`src/rtl/icache_pkg.sv`:
```
package icache_pkg;
    typedef enum logic {
        ST_IDLE   = 1'b0,
        ST_REFILL = 1'b1
    } ic_state_e;
endpackage

```
`src/rtl/icache_lines.sv`:
```
module icache_lines #(
    parameter int AW      = 16,
    parameter int IW      = 48,
    parameter int ENTRIES = 32
) (
    input  logic          clk,
    input  logic          rst_n,
    input  logic          flush,
    input  logic [AW-1:0] rd_addr,
    output logic          hit,
    output logic [IW-1:0] rd_data,
    input  logic          wr_en,
    input  logic [AW-1:0] wr_addr,
    input  logic [IW-1:0] wr_data
);
    localparam int IDXW = $clog2(ENTRIES);
    localparam int TAGW = AW - IDXW;

    logic [ENTRIES-1:0] valid_d, valid_q;
    logic [TAGW-1:0]    tag_mem [ENTRIES];
    logic [IW-1:0]      word_mem [ENTRIES];

    logic [IDXW-1:0] rd_idx, wr_idx;
    logic [TAGW-1:0] rd_tag, wr_tag;

    assign rd_idx = rd_addr[IDXW-1:0];
    assign rd_tag = rd_addr[AW-1:IDXW];
    assign wr_idx = wr_addr[IDXW-1:0];
    assign wr_tag = wr_addr[AW-1:IDXW];

    assign hit     = valid_q[rd_idx] && (tag_mem[rd_idx] == rd_tag);
    assign rd_data = word_mem[rd_idx];

    always_comb begin
        valid_d = valid_q;
        if (wr_en) valid_d[wr_idx] = 1'b1;
        if (flush) valid_d = '0;
    end

    always_ff @(posedge clk or negedge rst_n) begin
        if (!rst_n) valid_q <= '0;
        else        valid_q <= valid_d;
    end

    always_ff @(posedge clk) begin
        if (wr_en) begin
            tag_mem[wr_idx]  <= wr_tag;
            word_mem[wr_idx] <= wr_data;
        end
    end


    flush_clear_chk: assert property (@(posedge clk) disable iff (!rst_n)
        flush |=> (valid_q == '0));


    write_visible_chk: assert property (@(posedge clk) disable iff (!rst_n)
        (wr_en && !flush) |=> ((rd_addr != $past(wr_addr)) || (hit && rd_data == $past(wr_data))));
endmodule

```
`src/rtl/icache_ctrl.sv`:
```
module icache_ctrl
    import icache_pkg::*;
#(
    parameter int AW = 16,
    parameter int IW = 48
) (
    input  logic          clk,
    input  logic          rst_n,
    input  logic          fetch_req,
    input  logic [AW-1:0] fetch_addr,
    output logic          fetch_rdy,
    output logic [IW-1:0] fetch_instr,
    input  logic          dacc_pend,
    input  logic          hit,
    input  logic [IW-1:0] line_data,
    output logic          imem_req,
    output logic [AW-1:0] imem_addr,
    input  logic          imem_gnt,
    input  logic [IW-1:0] imem_rdata,
    output logic          wr_en,
    output logic [AW-1:0] wr_addr,
    output logic [IW-1:0] wr_data
);
    typedef struct packed {
        ic_state_e     st;
        logic [AW-1:0] addr;
    } ctrl_regs_t;

    ctrl_regs_t r_d, r_q;

    always_comb begin
        r_d         = r_q;
        fetch_rdy   = 1'b0;
        fetch_instr = line_data;
        imem_req    = 1'b0;
        imem_addr   = fetch_addr;
        wr_en       = 1'b0;
        wr_addr     = r_q.addr;
        wr_data     = imem_rdata;
        unique case (r_q.st)
            ST_IDLE: begin
                if (fetch_req) begin
                    if (hit) begin
                        fetch_rdy = 1'b1;
                    end else if (dacc_pend) begin
                        r_d.st   = ST_REFILL;
                        r_d.addr = fetch_addr;
                    end else begin
                        imem_req    = 1'b1;
                        fetch_rdy   = imem_gnt;
                        fetch_instr = imem_rdata;
                    end
                end
            end
            ST_REFILL: begin
                imem_req    = 1'b1;
                imem_addr   = r_q.addr;
                fetch_instr = imem_rdata;
                if (imem_gnt) begin
                    fetch_rdy = 1'b1;
                    wr_en     = 1'b1;
                    r_d.st    = ST_IDLE;
                end
            end
            default: r_d.st = ST_IDLE;
        endcase
    end

    always_ff @(posedge clk or negedge rst_n) begin
        if (!rst_n) r_q <= '{st: ST_IDLE, addr: '0};
        else        r_q <= r_d;
    end


    hit_no_bus_chk: assert property (@(posedge clk) disable iff (!rst_n)
        (r_q.st == ST_IDLE && fetch_req && hit) |-> (fetch_rdy && !imem_req));


    conflict_stall_chk: assert property (@(posedge clk) disable iff (!rst_n)
        (r_q.st == ST_IDLE && fetch_req && !hit && dacc_pend) |-> (!fetch_rdy && !imem_req));


    refill_addr_chk: assert property (@(posedge clk) disable iff (!rst_n)
        (r_q.st == ST_IDLE && fetch_req && !hit && dacc_pend) |=> (imem_req && imem_addr == $past(fetch_addr)));


    refill_hold_chk: assert property (@(posedge clk) disable iff (!rst_n)
        (r_q.st == ST_REFILL && !imem_gnt) |=> (imem_req && !$past(fetch_rdy) && $stable(imem_addr)));


    plain_miss_chk: assert property (@(posedge clk) disable iff (!rst_n)
        (r_q.st == ST_IDLE && fetch_req && !hit && !dacc_pend) |-> (imem_req && imem_addr == fetch_addr && !wr_en));
endmodule

```
`src/rtl/conflict_icache.sv`:
```
module conflict_icache #(
    parameter int AW      = 16,
    parameter int IW      = 48,
    parameter int ENTRIES = 32
) (
    input  logic          clk,
    input  logic          rst_n,
    input  logic          flush,
    input  logic          fetch_req,
    input  logic [AW-1:0] fetch_addr,
    output logic          fetch_rdy,
    output logic [IW-1:0] fetch_instr,
    input  logic          dacc_pend,
    output logic          imem_req,
    output logic [AW-1:0] imem_addr,
    input  logic          imem_gnt,
    input  logic [IW-1:0] imem_rdata
);
    logic          hit;
    logic [IW-1:0] line_data;
    logic          wr_en;
    logic [AW-1:0] wr_addr;
    logic [IW-1:0] wr_data;

    icache_lines #(.AW(AW), .IW(IW), .ENTRIES(ENTRIES)) u_lines (
        .clk     (clk),
        .rst_n   (rst_n),
        .flush   (flush),
        .rd_addr (fetch_addr),
        .hit     (hit),
        .rd_data (line_data),
        .wr_en   (wr_en),
        .wr_addr (wr_addr),
        .wr_data (wr_data)
    );

    icache_ctrl #(.AW(AW), .IW(IW)) u_ctrl (
        .clk         (clk),
        .rst_n       (rst_n),
        .fetch_req   (fetch_req),
        .fetch_addr  (fetch_addr),
        .fetch_rdy   (fetch_rdy),
        .fetch_instr (fetch_instr),
        .dacc_pend   (dacc_pend),
        .hit         (hit),
        .line_data   (line_data),
        .imem_req    (imem_req),
        .imem_addr   (imem_addr),
        .imem_gnt    (imem_gnt),
        .imem_rdata  (imem_rdata),
        .wr_en       (wr_en),
        .wr_addr     (wr_addr),
        .wr_data     (wr_data)
    );


    reset_quiet_chk: assert property (@(posedge clk) disable iff (!rst_n)
        !fetch_req && !$past(fetch_req) && !$past(dacc_pend) |-> !fetch_rdy);
endmodule

```
`config.mk`:
```
export PLATFORM = sky130hd
export DESIGN_NAME = conflict_icache
export DESIGN_NICKNAME = d
export VERILOG_FILES = /design/src/rtl/icache_pkg.sv /design/src/rtl/icache_lines.sv /design/src/rtl/icache_ctrl.sv /design/src/rtl/conflict_icache.sv
export SDC_FILE = /design/constraint.sdc
export NUM_CORES = 2
export LEC_CHECK = 0
export BUFFER_PORTS_ARGS = -buffer_cell sky130_fd_sc_hd__buf_2
export CAP_MARGIN = 20
export CELL_PAD_IN_SITES_DETAIL_PLACEMENT = 1
export CELL_PAD_IN_SITES_GLOBAL_PLACEMENT = 1
export CORE_MARGIN = 8
export CORE_UTILIZATION = 51
export DETAILED_ROUTE_END_ITERATION = 16
export HOLD_SLACK_MARGIN = 0.03
export MAX_ROUTING_LAYER = met4
export PLACE_DENSITY = 0.83
export REMOVE_ABC_BUFFERS = 1
export SYNTH_ARGS = -nofsm -noshare
export SYNTH_HDL_FRONTEND = slang
export SYNTH_SLANG_ARGS = --single-unit
```
`constraint.sdc`:
```
create_clock -name clk -period 3.6 [get_ports clk]
set_input_delay 0.18 -clock clk [delete_from_list [all_inputs] [get_ports clk]]
set_output_delay 0.18 -clock clk [all_outputs]
set_load 0.02 [all_outputs]
```
# --- After elaboration in Yosys (flattened, before gate mapping) ---
# Memories as Yosys holds them, arrays and structs flattened.
# Cells that the tools add are included.
classes:
  div_mod_pow: 0
  order_cmp: 3
  multipliers: 0
  n_bitwise: 3
  shift: 0
  add_sub_neg: 0
  n_eq_ne: 1
  reduce_logical: 4
  mux: 28
ops:
  columns: ["operator", "count"]
  rows:
  - ["$mux W48", 3]
  - ["$pmux W48 S2", 1]
  - ["$mux W32", 2]
  - ["$mux W17", 3]
  - ["$or A32 B32 Y32", 1]
  - ["$mux W16", 1]
  - ["$mux W1", 13]
  - ["$lt A5 B6 Y1 const B", 2]
  - ["$eq A11 B11 Y1", 1]
  - ["$pmux W1 S2", 3]
  - ["$bmux W1 S5", 1]
  - ["$demux W1 S5", 1]
  - ["$ge A5 B1 Y1 const B", 1]
  - ["$reduce_and A4 Y1", 1]
  - ["$logic_and A1 B1 Y1", 2]
  - ["$not A1 Y1", 2]
  - ["$reduce_bool A2 Y1", 1]
totals:
  rom_bits: 0
  output_inout_bits: 66
  latchBits: 0
  regBits: 49
  ramBits: 1888
  memories: 2
mem_list:
  columns: ["memory", "words", "word_bits", "read_ports", "rd_ports_with_merged_regs", "wr", "line", "source"]
  rows:
  - ["u_lines.word_mem", 32, 48, 1, 0, 1, "icache_lines.sv:21", "logic [IW-1:0] word_mem [ENTRIES];"]
  - ["u_lines.tag_mem", 32, 11, 1, 0, 1, "icache_lines.sv:20", "logic [TAGW-1:0] tag_mem [ENTRIES];"]

# --- Logic depth before layout (Yosys ltp) ---
depth:
  word_depth: 7
  depth_mapped: 15
  ltp_nobuf: 8

# --- Hierarchy ---
# From an unflattened synthesis, not the netlist that was laid out.
hier_totals:
  cells_unflattened: 3272
  area_unflattened_um2: 75158.3
by_module_without_submodules:
  columns: ["mod", "cells_per_inst", "area_per_inst_um2", "seq_area_each_um2", "n_inst"]
  rows:
  - ["icache_lines", 3093, 73190.2, 57495.1, 1]
  - ["icache_ctrl", 179, 1968.1, 425.4, 1]

# --- Least setup slack after synthesis ---
# No wires, ideal clock.
synth_timing:
  kind: "flip-flop to flip-flop"
  start: "reg u_ctrl.r_q[16] in the netlist's numbering"
  end: "mem u_lines.tag_mem[15][0] in the netlist's numbering, enable pin"
  path_slack_ns: -0.442
  stages_incl_launch_ff: 4
  t_arrival_ns: 3.564
  n_path_buf: 1
  path_cell_list: "dfrtp_1 > buf_1 > nand4_1 > nor2_1"
synth_between:
  elab_chain_cells: 3
synth_rtl:
  columns: ["item", "line", "source"]
  rows:
  - ["start: declaration", "icache_ctrl.sv:29", "ctrl_regs_t r_d, r_q;"]
  - ["start signal: assignment", "icache_ctrl.sv:70", "if (!rst_n) r_q <= '{st: ST_IDLE, addr: '0};"]
  - ["start signal: assignment", "icache_ctrl.sv:71", "else r_q <= r_d;"]
  - ["$mux W1", "icache_ctrl.sv:40", "unique case (r_q.st)"]
  - ["$mux W1", "icache_lines.sv:46", "if (wr_en) begin"]
  - ["$mux W1 (implied by the code)", "icache_lines.sv:47", "tag_mem[wr_idx] <= wr_tag;"]
  - ["end: declaration", "icache_lines.sv:20", null]
# Every way passes these cells.

# --- Worst setup path in the final report ---
layout_timing:
  start: "mem u_lines.tag_mem[16][6] in the netlist's numbering"
  end: "out fetch_instr[25]"
layout_between:
  elab_chain_cells: 6
layout_rtl:
  columns: ["item", "line", "source"]
  rows:
  - ["$mem_v2 Z32 W11", null, null]
  - ["$eq A11 B11 Y1", "icache_lines.sv:31", "assign hit = valid_q[rd_idx] && (tag_mem[rd_idx] == rd_tag);"]
  - ["$logic_and A1 B1 Y1", "icache_lines.sv:31", null]
  - ["$mux W48", "icache_ctrl.sv:43", "if (hit) begin"]
  - ["$mux W48", "icache_ctrl.sv:42", "if (fetch_req) begin"]
  - ["$pmux W48 S2", "icache_ctrl.sv:40", null]
  - ["end: declaration", "conflict_icache.sv:12", "output logic [IW-1:0] fetch_instr,"]
# Every way passes these cells.

==> flow_metrics.py <==
metrics = {
    "yosys": {
        "synth_edf_count": 1888,
        "synth_seq_area_share": 0.775,
        "netlist_instances": 3121,
        "yosys_warnings": 0,
        "ys_ff_latch": 1937,
        "syn_area_per_cell_um2": 23.9,
        "synth_top_area_share": 0.759,
        "synthTopCellsByCount": "edfxtp_1 (1,888), mux4_2 (535), mux2_2 (118), nor2_1 (100), mux2i_1 (92)",
        "synth_cell_types": 51,
        "ys_top_cells_by_area": "edfxtp_1 (76%), mux4_2 (16%), mux2_2 (1.8%)",
        "yosysMostFrequentCell": "edfxtp_1",
        "mappedNetlistArea_um2": 74700,
        "synth-main-ff-cell": "edfxtp_1",
        "synth-async-reset-ratio": 0.0253,
        "yosysTopAreaCell": "edfxtp_1",
    },
    "clock_tree": {
        "numCtsBuffers": 187,
        "cts-root-buf": "clkbuf_16",
        "clock_latency_ns": 0.86,
        "cts.path.max_buffers": 3,
        "cts.reportedPaths.clkPinSlew_ns": 0.07,
        "cts-htree-levels": 4,
        "cts_tree": "done",
        "cts_sinks": 1937,
    },
    "global_route": {
        "first_global_vias": 39800,
        "grt_usage": 0.285,
        "antenna_found_initial": 5,
        "grt_max_degree": 126,
        "grt_pass1_wl_mm": 309,
        "gr-total-overflow": 0,
    },
    "finish": {
        "final_util": 0.595,
        "drive_gt1_frac": 0.348,
        "final_nets": 3577,
        "fin_cells": 5584,
        "syn2layout_area_growth_pct": 16.0,
    },
    "floorplan": {
        "die_h_um": 399,
        "start_util": 0.513,
        "rows": 140,
        "io_pins": 136,
        "fp.dieW_um": 399,
        "coreArea_um2": 146000,
        "die_area_um2": 159000,
    },
    "drt": {
        "vias": 38500,
        "drt-pass1-iter-count": 8,
        "postRouteAntennaNets": 0,
        "wl_per_cell_um": 40.0,
        "drc": 0,
        "dr.first_iter.drc_count": 5443,
        "routed_via_density": 6.89,
        "routed_wl_mm": 223,
    },
    "status": {
        "violations": "negative setup slack",
        "status": "finished with violations",
    },
    "setup_path": {
        "cp-startpoint": "u_lines.tag_mem[16][6]",
        "r2r-start": "u_lines.tag_mem[5][10]",
        "worstSetupStartpointType": "flop",
        "cpPeakStageDelay_ns": 0.53,
        "cp_max_fo": 6,
        "slowest_stage": "mux4_2",
        "cp.required_ns": 3.42,
        "crit_path_end_kind": "primary output",
        "crit_arrival_ns": 4.40,
        "worst-setup-path-type": "flop to primary output",
        "crit_chain": "mux4_2, a22o_1, a31oi_1, nand4_1, a211oi_1, and4_4, a41oi_4, buf_12, buf_16, mux2_4, buf_6",
    },
    "power": {
        "pwr-share-comb": 0.069,
        "p_switching_mw": 11.2,
        "p_int_mw": 37.9,
        "power_leakage_nw": 27.7,
        "p_clk_frac": 0.413,
        "seq_power_share": 0.518,
        "ir_worst_vdd_mv": 0.453,
        "p_sw_frac": 0.229,
        "power-per-cell-area_nw_per_um2": 567,
    },
    "placed_design": {
        "post-dp-hpwl_mm": 108,
        "dpl_worst_slack_ns": -0.122,
        "place_inst": 5156,
        "globalplace.congestion": 0.795,
        "portBuffers": 135,
    },
    "sta": {
        "rsz0062_at_grt": "true",
        "timing.final.hold_violations": 0,
        "tightest_slew_ns": 1.19,
        "setup_ws_ns": -0.981,
        "fin_skew_ns": 0.0718,
        "clock.fmax_ghz": 0.218,
        "finalSetupViolations": 56,
        "slew_headroom": 0.210,
        "period_share": 1.27,
        "min_period_ns": 4.58,
        "slew_viol_final": 0,
    },
    "hold_path": {
        "hp-class": "primary input to async pin",
    },
    "job": {
        "max_cap_violations": 0,
    },
}
==> power by group through the flow <==
stage / registers, mW / logic, mW / clock network, mW
after global routing: 25.5 / 3.53 / 21.0
after CTS: 25.6 / 3.13 / 20.4
after global placement: 26.0 / 2.78 / 0
final: 25.5 / 3.40 / 20.3
after floorplan: 25.9 / 1.38 / 0
after detailed placement: 26.0 / 2.88 / 0
==> through the flow <==
step | TNS (ns) | hold WS [ns] | power, mW | area, um2
finish | -46.11 | 0.0876 | 49.2 | 86700
floorplan | -1110.83 | -0.116 | 27.3 | 73900
global placement | 0 | 0.0260 | 28.8 | 79200
global route | -46.32 | 0.115 | 50.1 | 86700
CTS | -37.72 | 0.0772 | 49.0 | 86300
detailed placement | -3.54 | 0.0334 | 28.9 | 79200
==> layout make-up <==
type                       count  area (um2)
fill                       11700       58900
sequential                  1937       57900
multi-input combinational   1015       16300
clock buffer                 217        4840
timing repair buffer         363        3800
tap                         1917        2400
clock inverter               129        1360
inverter                       3        11.3
antenna                        3        7.51
==> registers in the layout (all words and copies together) (netlist names) <==
register,cells
u_lines.word_mem,1536
u_ctrl.r_q,1
u_lines.valid_q,32
u_ctrl.wr_addr,16
u_lines.tag_mem,352
==> repair_timing <==
| action | CTS | global route |
|---|---|---|
| resized for setup | 59 | 37 |
| hold buffers | 65 | 0 |
| gates cloned | 3 | 2 |
| hold endpoints to repair | 1632 | 0 |
| pin swaps | 4 | 4 |
| setup endpoints to repair | 50 | 50 |
| buffers inserted | 3 | 1 |
==> metal layers <==
metal | share of wire | GRT usage | vias to the layer above
met5 | 0 | - | -
met4 | 0.044 | 0.0964 | 0
met3 | 0.10 | 0.0562 | 640
met2 | 0.50 | 0.471 | 3163
met1 | 0.35 | 0.356 | 20500
li1 | - | - | 14200
==> worst max-delay path: cells and delay by family (launching register included) <==
kind                   cells  cell delay (ns)
DFF                        1             0.46
AOI/OAI and AO/OA          4             1.09
and+or+nand+nor            2             0.54
buffers and inverters      3             0.54
muxes                      2             0.85
==> logic make-up (layout without fill, tap and decap cells) <==
logic type / after synthesis / after routing / share of synthesized area
AOI/OAI and AO/OA: 87 / 87 / 0.00873
other: 0 / 3 / 0
muxes: 754 / 754 / 0.193
and+or+nand+nor: 171 / 171 / 0.0113
xor gates and xnor gates: 3 / 3 / 0.000352
DFF: 1937 / 1937 / 0.775
buffers and inverters: 169 / 712 / 0.0112
==> cells in the final DEF (no fill, tap or decap), types with 5 or more instances in the layout <==
cell type      netlist  layout
buf_12               0      63
a211oi_1             5       5
clkinv_2             0      29
buf_6               14      27
clkinvlp_4           0       7
mux4_2             535     535
a22oi_1             44      44
mux2_4               9      24
mux2i_1             92      92
buf_4                4      95
clkbuf_16            0     190
clkinv_8             0       5
clkinv_1             0      54
nor2_4               0      32
a31oi_1             10       8
buf_8                2       5
nand3_1             19      18
dfrtp_1             49      49
a21oi_1              6       6
nand2_1              5       5
dlygate4sd3_1        0      65
buf_16               0      10
and4_1               6       5
clkbuf_1            86      27
buf_2               48      96
nor2b_1              7       7
bufinv_16            0      22
a22o_1              10      10
nor2_1             100      68
mux2_2             118     103
edfxtp_1          1888    1888
==> final timing paths <==
check | slack, ns | endpoint | depth (start not counted)
min in group clk | 0.17 | u_ctrl.wr_addr[0] | 4
worst max-delay path | -0.98 | fetch_instr[25] | 11
max in group asynchronous | 2.93 | u_ctrl.wr_addr[7] | 3
worst min register to register | 0.52 | u_lines.valid_q[21] | 2
worst min-delay path | 0.09 | u_lines.valid_q[2] | 3
worst max register to register | -0.07 | u_ctrl.wr_addr[3] | 13
Power figures use the tool's default switching activity.
